## src/rtl/sd_pkg.sv

```systemverilog
package sd_pkg;
  localparam int N_DW = 8;

  typedef struct packed {
    logic [N_DW-1:0] wrDw;   // one-hot accepted dword write
    logic byte0Ok;           // control byte 0 may be merged
    logic enterRst;
    logic exitRst;
    logic clrIdx;
    logic advance;
  } sd_strobe_t;

  function automatic logic [7:0] coerceFifo(input logic [7:0] code);
    case (code)
      8'h0F, 8'h1F, 8'h3F, 8'h7F, 8'hBF, 8'hFF: coerceFifo = code;
      default: coerceFifo = 8'hBF;
    endcase
  endfunction

  function automatic logic [2:0] coerceWm(input logic [2:0] code);
    coerceWm = (code >= 3'd2 && code <= 3'd4) ? code : 3'd4;
  endfunction

  function automatic logic [31:0] mergeBytes(input logic [31:0] oldV, input logic [31:0] newV,
                                             input logic [3:0] be);
    for (int b = 0; b < 4; b++)
      mergeBytes[b*8 +: 8] = be[b] ? newV[b*8 +: 8] : oldV[b*8 +: 8];
  endfunction
endpackage

```

## src/rtl/sd_ctrl.sv

```systemverilog
module sd_ctrl
  import sd_pkg::*;
#(
  parameter int ADDR_W = 5
) (
  input  logic              clk,
  input  logic              rstN,
  input  logic              ctlrReset,
  input  logic              wrEn,
  input  logic [ADDR_W-1:0] addr,
  input  logic [3:0]        byteEn,
  input  logic [1:0]        wrCtlBits,
  input  logic              ctlRun,
  input  logic              entryNext,
  input  logic              fetchAck,
  output sd_strobe_t        strb,
  output logic              inReset,
  output logic              fetchReq,
  output logic              streamEnable
);
  localparam int SEL_W = ADDR_W - 2;

  logic [SEL_W-1:0] dwSel;
  logic accept, rstWr;
  logic inResetQ, runPrevQ, pendQ, enableQ;

  assign dwSel  = addr[ADDR_W-1:2];
  assign accept = wrEn && !ctlrReset && (dwSel == '0 || !ctlRun);
  assign rstWr  = accept && dwSel == '0 && byteEn[0];

  always_comb begin
    strb.wrDw     = accept ? (N_DW'(1) << dwSel) : '0;
    strb.byte0Ok  = !inResetQ;
    strb.enterRst = rstWr && wrCtlBits[0] && !wrCtlBits[1] && !ctlRun && !inResetQ;
    strb.exitRst  = rstWr && !wrCtlBits[0] && inResetQ;
    strb.clrIdx   = accept && (dwSel == SEL_W'(2) || dwSel == SEL_W'(6) || dwSel == SEL_W'(7) ||
                               (dwSel == SEL_W'(3) && |byteEn[1:0]));
    strb.advance  = entryNext && enableQ;
  end

  always_ff @(posedge clk) begin
    if (!rstN) begin
      inResetQ <= 1'b0;
      runPrevQ <= 1'b0;
      pendQ    <= 1'b0;
      enableQ  <= 1'b0;
    end else begin
      if (strb.enterRst) inResetQ <= 1'b1;
      else if (strb.exitRst) inResetQ <= 1'b0;
      runPrevQ <= ctlRun;
      if (!ctlRun) begin
        pendQ   <= 1'b0;
        enableQ <= 1'b0;
      end else if (!runPrevQ) begin
        pendQ <= 1'b1;
      end else if (pendQ && fetchAck) begin
        pendQ   <= 1'b0;
        enableQ <= 1'b1;
      end
    end
  end

  assign inReset      = inResetQ;
  assign fetchReq     = pendQ;
  assign streamEnable = enableQ;

  assert_fetch_first_R6: assert property (@(posedge clk) disable iff (!rstN)
    $rose(enableQ) |-> $past(pendQ) && $past(fetchAck));
  assert_ctlr_block_R9: assert property (@(posedge clk) disable iff (!rstN)
    ctlrReset |-> strb.wrDw == '0 && !strb.enterRst && !strb.exitRst);
  assert_no_nested_R4: assert property (@(posedge clk) disable iff (!rstN)
    inResetQ |-> !strb.enterRst);
  assert_run_gate_R3: assert property (@(posedge clk) disable iff (!rstN)
    ctlRun |-> (strb.wrDw & ~N_DW'(1)) == '0);
endmodule

```

## src/rtl/sd_regs.sv

```systemverilog
module sd_regs
  import sd_pkg::*;
#(
  parameter int ADDR_W   = 5,
  parameter int IDX_W    = 8,
  parameter bit IS_INPUT = 1'b1
) (
  input  logic              clk,
  input  logic              rstN,
  input  sd_strobe_t        strb,
  input  logic [31:0]       wrData,
  input  logic [3:0]        byteEn,
  input  logic [ADDR_W-1:0] addr,
  input  logic [31:0]       linkPos,
  input  logic [2:0]        statusEvent,
  input  logic              fifoReady,
  output logic [31:0]       rdData,
  output logic              ctlRun,
  output logic [63:0]       listBase,
  output logic [IDX_W-1:0]  entryIdx,
  output logic [8:0]        fifoBytes
);
  localparam logic [23:0] CTL_WMASK = 24'hF0001F;
  localparam logic [15:0] FMT_MASK  = 16'h7F7F;
  localparam logic [31:0] BASE_MASK = 32'hFFFFFF80;

  logic [23:0] ctlQ;
  logic [2:0]  stsQ, wmQ;
  logic [31:0] cblQ, baseLoQ, baseHiQ;
  logic [15:0] lviQ, fmtQ;
  logic [7:0]  fifoQ;
  logic [IDX_W-1:0] idxQ;
  logic [31:0] m0, m3, m4;
  logic [23:0] ctlW;
  logic [2:0]  w1c;

  assign m0 = mergeBytes({8'h0, ctlQ}, wrData, byteEn);
  assign m3 = mergeBytes({13'h0, wmQ, lviQ}, wrData, byteEn);
  assign m4 = mergeBytes({fmtQ, 8'h0, fifoQ}, wrData, byteEn);
  assign w1c = (strb.wrDw[0] && byteEn[3]) ? wrData[28:26] : 3'b0;

  always_comb begin
    ctlW    = m0[23:0] & CTL_WMASK;
    ctlW[0] = ctlQ[0];
    if (!strb.byte0Ok) ctlW[7:0] = ctlQ[7:0];
    if (strb.exitRst) ctlW[0] = 1'b0;
  end

  always_ff @(posedge clk) begin
    if (!rstN || strb.enterRst) begin
      ctlQ    <= (rstN && strb.enterRst) ? 24'h1 : 24'h0;
      stsQ    <= '0;
      cblQ    <= '0;
      lviQ    <= '0;
      wmQ     <= '0;
      fifoQ   <= '0;
      fmtQ    <= '0;
      baseLoQ <= '0;
      baseHiQ <= '0;
      idxQ    <= '0;
    end else begin
      if (strb.wrDw[0]) ctlQ <= ctlW;
      stsQ <= (stsQ & ~w1c) | statusEvent;
      if (strb.wrDw[2]) cblQ <= mergeBytes(cblQ, wrData, byteEn);
      if (strb.wrDw[3]) begin
        lviQ <= m3[15:0];
        if (IS_INPUT && byteEn[2]) wmQ <= coerceWm(wrData[18:16]);
      end
      if (strb.wrDw[4]) begin
        if (byteEn[0]) fifoQ <= coerceFifo(wrData[7:0]);
        fmtQ <= m4[31:16] & FMT_MASK;
      end
      if (strb.wrDw[6]) baseLoQ <= mergeBytes(baseLoQ, wrData, byteEn) & BASE_MASK;
      if (strb.wrDw[7]) baseHiQ <= mergeBytes(baseHiQ, wrData, byteEn);
      if (strb.clrIdx) idxQ <= '0;
      else if (strb.advance) idxQ <= (idxQ == lviQ[IDX_W-1:0]) ? '0 : idxQ + 1'b1;
    end
  end

  always_comb begin
    case (addr[ADDR_W-1:2])
      3'd0:    rdData = {2'b0, fifoReady, stsQ, 2'b0, ctlQ};
      3'd1:    rdData = linkPos;
      3'd2:    rdData = cblQ;
      3'd3:    rdData = {13'h0, wmQ, lviQ};
      3'd4:    rdData = {fmtQ, 8'h0, fifoQ};
      3'd6:    rdData = baseLoQ;
      3'd7:    rdData = baseHiQ;
      default: rdData = '0;
    endcase
  end

  assign ctlRun    = ctlQ[1];
  assign listBase  = {baseHiQ, baseLoQ};
  assign entryIdx  = idxQ;
  assign fifoBytes = {1'b0, fifoQ} + 9'd1;

  assert_base_frozen_R3: assert property (@(posedge clk) disable iff (!rstN)
    ctlQ[1] |=> $stable(baseLoQ) && $stable(cblQ));
  assert_idx_clear_R5: assert property (@(posedge clk) disable iff (!rstN)
    strb.clrIdx |=> idxQ == '0);
  assert_fifo_legal_R8: assert property (@(posedge clk) disable iff (!rstN)
    fifoQ != 8'h0 |-> fifoQ == coerceFifo(fifoQ));
  assert_wm_legal_R7: assert property (@(posedge clk) disable iff (!rstN)
    wmQ == 3'd0 || (wmQ >= 3'd2 && wmQ <= 3'd4));
  assert_sts_w1c_R11: assert property (@(posedge clk) disable iff (!rstN)
    strb.wrDw[0] && byteEn[3] && wrData[26] && !statusEvent[0] && !strb.enterRst |=> !stsQ[0]);
endmodule

```

## src/rtl/sd_stream_regs.sv

```systemverilog
module sd_stream_regs
  import sd_pkg::*;
#(
  parameter int ADDR_W   = 5,
  parameter int IDX_W    = 8,
  parameter bit IS_INPUT = 1'b1
) (
  input  logic              clk,
  input  logic              rstN,
  input  logic              ctlrReset,
  input  logic              wrEn,
  input  logic [ADDR_W-1:0] addr,
  input  logic [3:0]        byteEn,
  input  logic [31:0]       wrData,
  output logic [31:0]       rdData,
  input  logic [31:0]       linkPos,
  input  logic [2:0]        statusEvent,
  input  logic              fifoReady,
  input  logic              entryNext,
  input  logic              fetchAck,
  output logic              fetchReq,
  output logic              streamEnable,
  output logic              inReset,
  output logic [IDX_W-1:0]  entryIdx,
  output logic [63:0]       listBase,
  output logic [8:0]        fifoBytes
);
  sd_strobe_t strb;
  logic ctlRun;

  sd_ctrl #(.ADDR_W(ADDR_W)) u_ctrl (
    .clk(clk), .rstN(rstN), .ctlrReset(ctlrReset), .wrEn(wrEn), .addr(addr),
    .byteEn(byteEn), .wrCtlBits(wrData[1:0]), .ctlRun(ctlRun), .entryNext(entryNext),
    .fetchAck(fetchAck), .strb(strb), .inReset(inReset), .fetchReq(fetchReq),
    .streamEnable(streamEnable)
  );

  sd_regs #(.ADDR_W(ADDR_W), .IDX_W(IDX_W), .IS_INPUT(IS_INPUT)) u_regs (
    .clk(clk), .rstN(rstN), .strb(strb), .wrData(wrData), .byteEn(byteEn), .addr(addr),
    .linkPos(linkPos), .statusEvent(statusEvent), .fifoReady(fifoReady), .rdData(rdData),
    .ctlRun(ctlRun), .listBase(listBase), .entryIdx(entryIdx), .fifoBytes(fifoBytes)
  );
endmodule

```

## config.mk

```make
export PLATFORM = sky130hd
export DESIGN_NAME = sd_stream_regs
export DESIGN_NICKNAME = d
export VERILOG_FILES = /design/src/rtl/sd_pkg.sv /design/src/rtl/sd_ctrl.sv /design/src/rtl/sd_regs.sv /design/src/rtl/sd_stream_regs.sv
export SDC_FILE = /design/constraint.sdc
export NUM_CORES = 1
export LEC_CHECK = 0
export CELL_PAD_IN_SITES_DETAIL_PLACEMENT = 1
export CELL_PAD_IN_SITES_GLOBAL_PLACEMENT = 1
export CORE_ASPECT_RATIO = 2
export CORE_MARGIN = 8
export CORE_UTILIZATION = 42
export DETAILED_ROUTE_END_ITERATION = 6
export DONT_BUFFER_PORTS = 1
export PLACE_DENSITY_LB_ADDON = 0.1
export SYNTH_ARGS = -nofsm -noshare
export SYNTH_HDL_FRONTEND = slang
export SYNTH_HIERARCHICAL = 1
export SYNTH_SLANG_ARGS = --single-unit
```

## constraint.sdc

```tcl
create_clock -name clk -period 1.83 [get_ports clk]
set_clock_uncertainty 0.15 [all_clocks]
set_input_delay 0.183 -clock clk [delete_from_list [all_inputs] [get_ports clk]]
set_output_delay 0.183 -clock clk [all_outputs]
set_load 0.02 [all_outputs]
```

# Yosys cells after proc, flatten, opt, wreduce, memory -nomap -nowiden
# Cells that the tools add are included.
totals:
  wordCells: 130
  ff_bits: 169
  inputBits: 83
classes:
  bitwise_logic: 3
  add_sub_neg: 2
  shifts: 1
  n_mux: 17
  n_reduce_logical: 61
  n_lt_le_gt_ge: 2
  eq_ne: 15
op_table:
  columns: ["operator", "n"]
  rows:
  - ["32-bit case mux with 7 select lines", 1]
  - ["24-bit 2-to-1 mux", 2]
  - ["2-bit AND reduction", 23]
  - ["8-bit 2-to-1 mux", 5]
  - ["1-bit logical AND", 17]
  - ["8-bit == test (second input constant)", 2]
  - ["2-bit nonzero test", 5]
  - ["8-bit by 1-bit adder with 9-bit output (second input constant)", 1]
  - ["3-bit == test (second input constant)", 3]
  - ["8-bit by 1-bit adder with 8-bit output (second input constant)", 1]
  - ["8-bit by 4-bit == test with 1-bit output (second input constant)", 1]
  - ["8-bit by 5-bit == test with 1-bit output (second input constant)", 1]
  - ["8-bit by 6-bit == test with 1-bit output (second input constant)", 1]
  - ["8-bit by 7-bit == test with 1-bit output (second input constant)", 1]
  - ["8-bit == test", 1]
  - ["1-bit by 3-bit left shift with 8-bit output (first input constant)", 1]
  - ["3-bit by 2-bit == test with 1-bit output (second input constant)", 2]
  - ["1-bit zero test", 6]
  - ["1-bit 2-to-1 mux", 6]
  - ["3-bit 2-to-1 mux", 2]
  - ["6-bit OR reduction", 1]
  - ["1-bit logical OR", 5]
  - ["5-bit 2-to-1 mux", 1]
  - ["2-bit OR reduction", 2]
  - ["other kinds (10)", 10]

# Longest topological paths before layout
depth:
  ltp_word: 12
  ltp_mapped: 8
  depth_no_buf: 7

# Cells and area by module
# The synthesis kept the hierarchy.
by_module_without_submodules:
  columns: ["module", "seq_area_each_um2", "n_inst", "area_per_inst_um2", "cells_per_inst"]
  rows:
  - ["sd_regs", 3093.0, 1, 7174.4, 879]
  - ["sd_ctrl", 80.1, 1, 261.5, 37]

# Worst setup path after synthesis
# No wires, ideal clock.
synth_timing:
  kind: "reg2reg"
  from: "register u_regs.ctlQ[1]"
  to: "register u_regs.fifoQ[0]"
  stages_incl_launch_ff: 9
  setup_ns: 0.126
  arrival_ns: 1.726
  slack_ns: -0.172
  cell_sequence: "edfxtp_1 -> nor3b_1 -> nand2_1 -> and4b_1 -> nand2b_1 -> clkbuf_1 -> buf_2 -> buf_2 -> a21oi_1"
synth_lines:
  columns: ["element", "line_no", "rtl"]
  rows:
  - ["start: declaration", "sd_regs.sv:27", "logic [23:0] ctlQ;"]
  - ["start signal: assignment", "sd_regs.sv:51", "ctlQ <= (rstN && strb.enterRst) ? 24'h1 : 24'h0;"]
  - ["start signal: assignment", "sd_regs.sv:62", "if (strb.wrDw[0]) ctlQ <= ctlW;"]
  - ["end signal: assignment", "sd_regs.sv:70", "if (byteEn[0]) fifoQ <= coerceFifo(wrData[7:0]);"]
  - ["end: declaration", "sd_regs.sv:31", "logic [7:0] fifoQ;"]

==> flow_summary_export.csv <==
group,metric,value,unit
min_path,min_path_cells,2,
cts,cts_root_buffer,"clkbuf_16",
yosys,ys_warn_count,6,
yosys,synth_area,7430,sq um
global_route,grt_use_total,29.9,%
power,p_per_area,733,nW/um^2
detailed_routing,wirelength,36500,um
timing,worst_pin_slew,670,ps
power,leakagePower,3.96,nW
timing,hold_viol_final,32,
floorplan,start_util,42.4,%
layout,antenna_cells,0,
min_path,hold_path_class,"input pin to flip-flop",
cts,htree_levels,4,
yosys,syn_inst,914,
critical_path,worstPathRequired,1810,ps
detailed_routing,ant_nets,0,
timing,worst_slack,-255,ps
detailed_routing,vias,8342,
timing,setup_tns,-30810,ps
detailed_routing,drc,0,
global_route,grt_pass1_wl,50700,um
floorplan,num_io_pins,199,
critical_path,r2r_cells,5,
critical_path,critPathArrivalTime,2060,ps
global_route,antenna_found_initial,0,
detailed_routing,wl_per_cell,28.2,um
place,dp_hpwl,20200,um
cts,numCtsBuffers,17,
power,total_power,8.35,mW
timing,final_max_slew_viol_count,0,
layout,areaGrowthSynthToFinish,53.4,%
cts,clk_pin_slew_worst_paths,70,ps
timing,fin_crit_sh,114,%
layout,nets,1154,
floorplan,fp.coreArea,17500,sq um
yosys,avgSynthCellArea,8.13,sq um
timing,max_slew_margin,55.1,%
timing,hold_ws,-247,ps
timing,period_minus_slack,2090,ps
critical_path,reg2reg_from,"u_regs/ctlQ[1]$_SDFFCE_PP0P_",
place,gp_congestion,0.834,
timing,rsz0062_at_grt,"yes",
min_path,min_from,"byteEn[1]",
detailed_routing,avgViaCountPerCell,6.44,
outcome,violations,"hold timing, setup timing",
critical_path,start_kind,"flip-flop",
critical_path,reg2reg_setup_slack,-260,ps
place,portBuffers,0,
timing,fmaxAchievable,480,MHz
critical_path,r2r_end,"u_regs/ctlQ[21]$_SDFFCE_PP0P_",
min_path,hold-path-endpoint,"u_regs/baseHiQ[10]$_SDFFE_PP0P_",
layout,drive_above_1_share,41.9,%
critical_path,critPathKind,"flip-flop to flip-flop",
layout,fillers,1890,
cts,cts.sinks,154,
cts,clk_path_buf_depth,2,
global_route,grt_max_degree,71,
run,maxCapViolCount,0,
critical_path,crit_path_max_fanout,14,
floorplan,die_area,22500,sq um
floorplan,die_x,110,um
global_route,grt_pass1_vias,8693,
floorplan,rows,69,
timing,setup_viol,175,
outcome,run_status,"complete, but fails checks",
detailed_routing,dr.pass1.iters,5,
floorplan,die_y,204,um
critical_path,cp-end-kind,"flip-flop",
power,ir_drop,0.694,mV
cts,clkLatencyLatePin,430,ps
cts,cts_tree,"done",
global_route,grt_overflow,0,
detailed_routing,drt_iter0_drc,638,
## report_power, final
group          leakage, nW  switching, mW  internal [mW]
sequential            1.28         0.0310           3.40
combinational         2.36          0.536          0.432
clock                0.313           1.53           2.42
total                 3.96           2.10           6.25
## metal layers
| metal | vias to the layer above | wire length (um) | GRT usage [%] |
|---|---|---|---|
| met3 | 138 | 2850 | 7.30 |
| met2 | 461 | 18500 | 50.8 |
| met4 | 0 | 2050 | 16.7 |
| met1 | 4196 | 13100 | 32.5 |
| met5 | - | 0 | 0 |
| li1 | 3547 | - | - |
## worst max-delay path by stage
stage                                             from                         endpoint  slack [ps]  depth (start not counted)
after floorplan           u_regs/ctlQ[1]$_SDFFCE_PP0P_      u_regs/cblQ[0]$_SDFFE_PP0P_         -30                          8
after global placement    u_regs/ctlQ[1]$_SDFFCE_PP0P_     u_regs/ctlQ[1]$_SDFFCE_PP0P_        -290                          5
after detailed placement  u_regs/ctlQ[1]$_SDFFCE_PP0P_    u_regs/ctlQ[20]$_SDFFCE_PP0P_        -410                          5
after CTS                 u_regs/ctlQ[1]$_SDFFCE_PP0P_  u_regs/baseLoQ[23]$_SDFFE_PP0P_        -190                          9
after global routing      u_regs/ctlQ[1]$_SDFFCE_PP0P_     u_regs/ctlQ[4]$_SDFFCE_PP0P_        -320                          5
final                     u_regs/ctlQ[1]$_SDFFCE_PP0P_    u_regs/ctlQ[21]$_SDFFCE_PP0P_        -260                          5
## cell type report
type / instances / area [sq um] / share of cell area, %
tap: 213 / 267 / 2.34
multi-input combinational: 681 / 4940 / 43.3
clock buffer: 17 / 425 / 3.73
inverter: 4 / 15.0 / 0.132
timing repair buffer: 211 / 2280 / 20.0
clock inverter: 15 / 219 / 1.92
sequential: 154 / 3250 / 28.5
## metrics by stage
stage               instance area [sq um]  setup WS [ps]  cells  utilization (%)
CTS                                 10700           -185   1283             61.2
detailed placement                   8260           -409   1173             47.2
global route                        11400           -319   1295             65.0
finish                              11400           -255   1295             65.0
floorplan                            7480          -29.1    920                -
global placement                     8260           -289   1173             47.2
## flip-flops by register name, indices dropped and copies added, names as in the netlist, 3 cells and up
signal and count:
u_regs/baseHiQ 32, u_regs/cblQ 32, u_regs/baseLoQ 25, u_regs/lviQ 16, u_regs/fmtQ 14, u_regs/ctlQ 9
u_regs/entryIdx 8, u_regs/fifoQ 8, u_regs/stsQ 3, u_regs/wmQ 3
## placed cells by master, fill, tap and decap left out, drive strengths merged, types with 7 or more instances in the layout
cell type	count
nor2	43
conb	7
a21oi	137
buf	161
a22oi	25
nand3	134
dlygate4sd3	46
clkbuf	19
inv	7
edfxtp	9
nand2	177
mux2	11
mux4	11
mux2i	15
nor2b	7
dfxtp	145
xnor2	17
and3	11
a22o	9
nand4	7
o21ai	13
## critical path, cell delays in order, from the launching register on
cell and delay [ps]:
edfxtp_1 370, nor3b_2 70, nand2_1 100, and4b_1 240, nor2b_2 560, nand2_1 290
## what timing repair did
action | in CTS | in global routing
cloned | 14 | 2
hold endpoints to repair | 150 | 81
pin swaps | 39 | 45
endpoints found under the setup margin | 182 | 189
setup buffers | 20 | 22
hold buffers | 46 | 4
resized for setup | 209 | 163
Note: power is estimated with default switching activity, not from simulation.
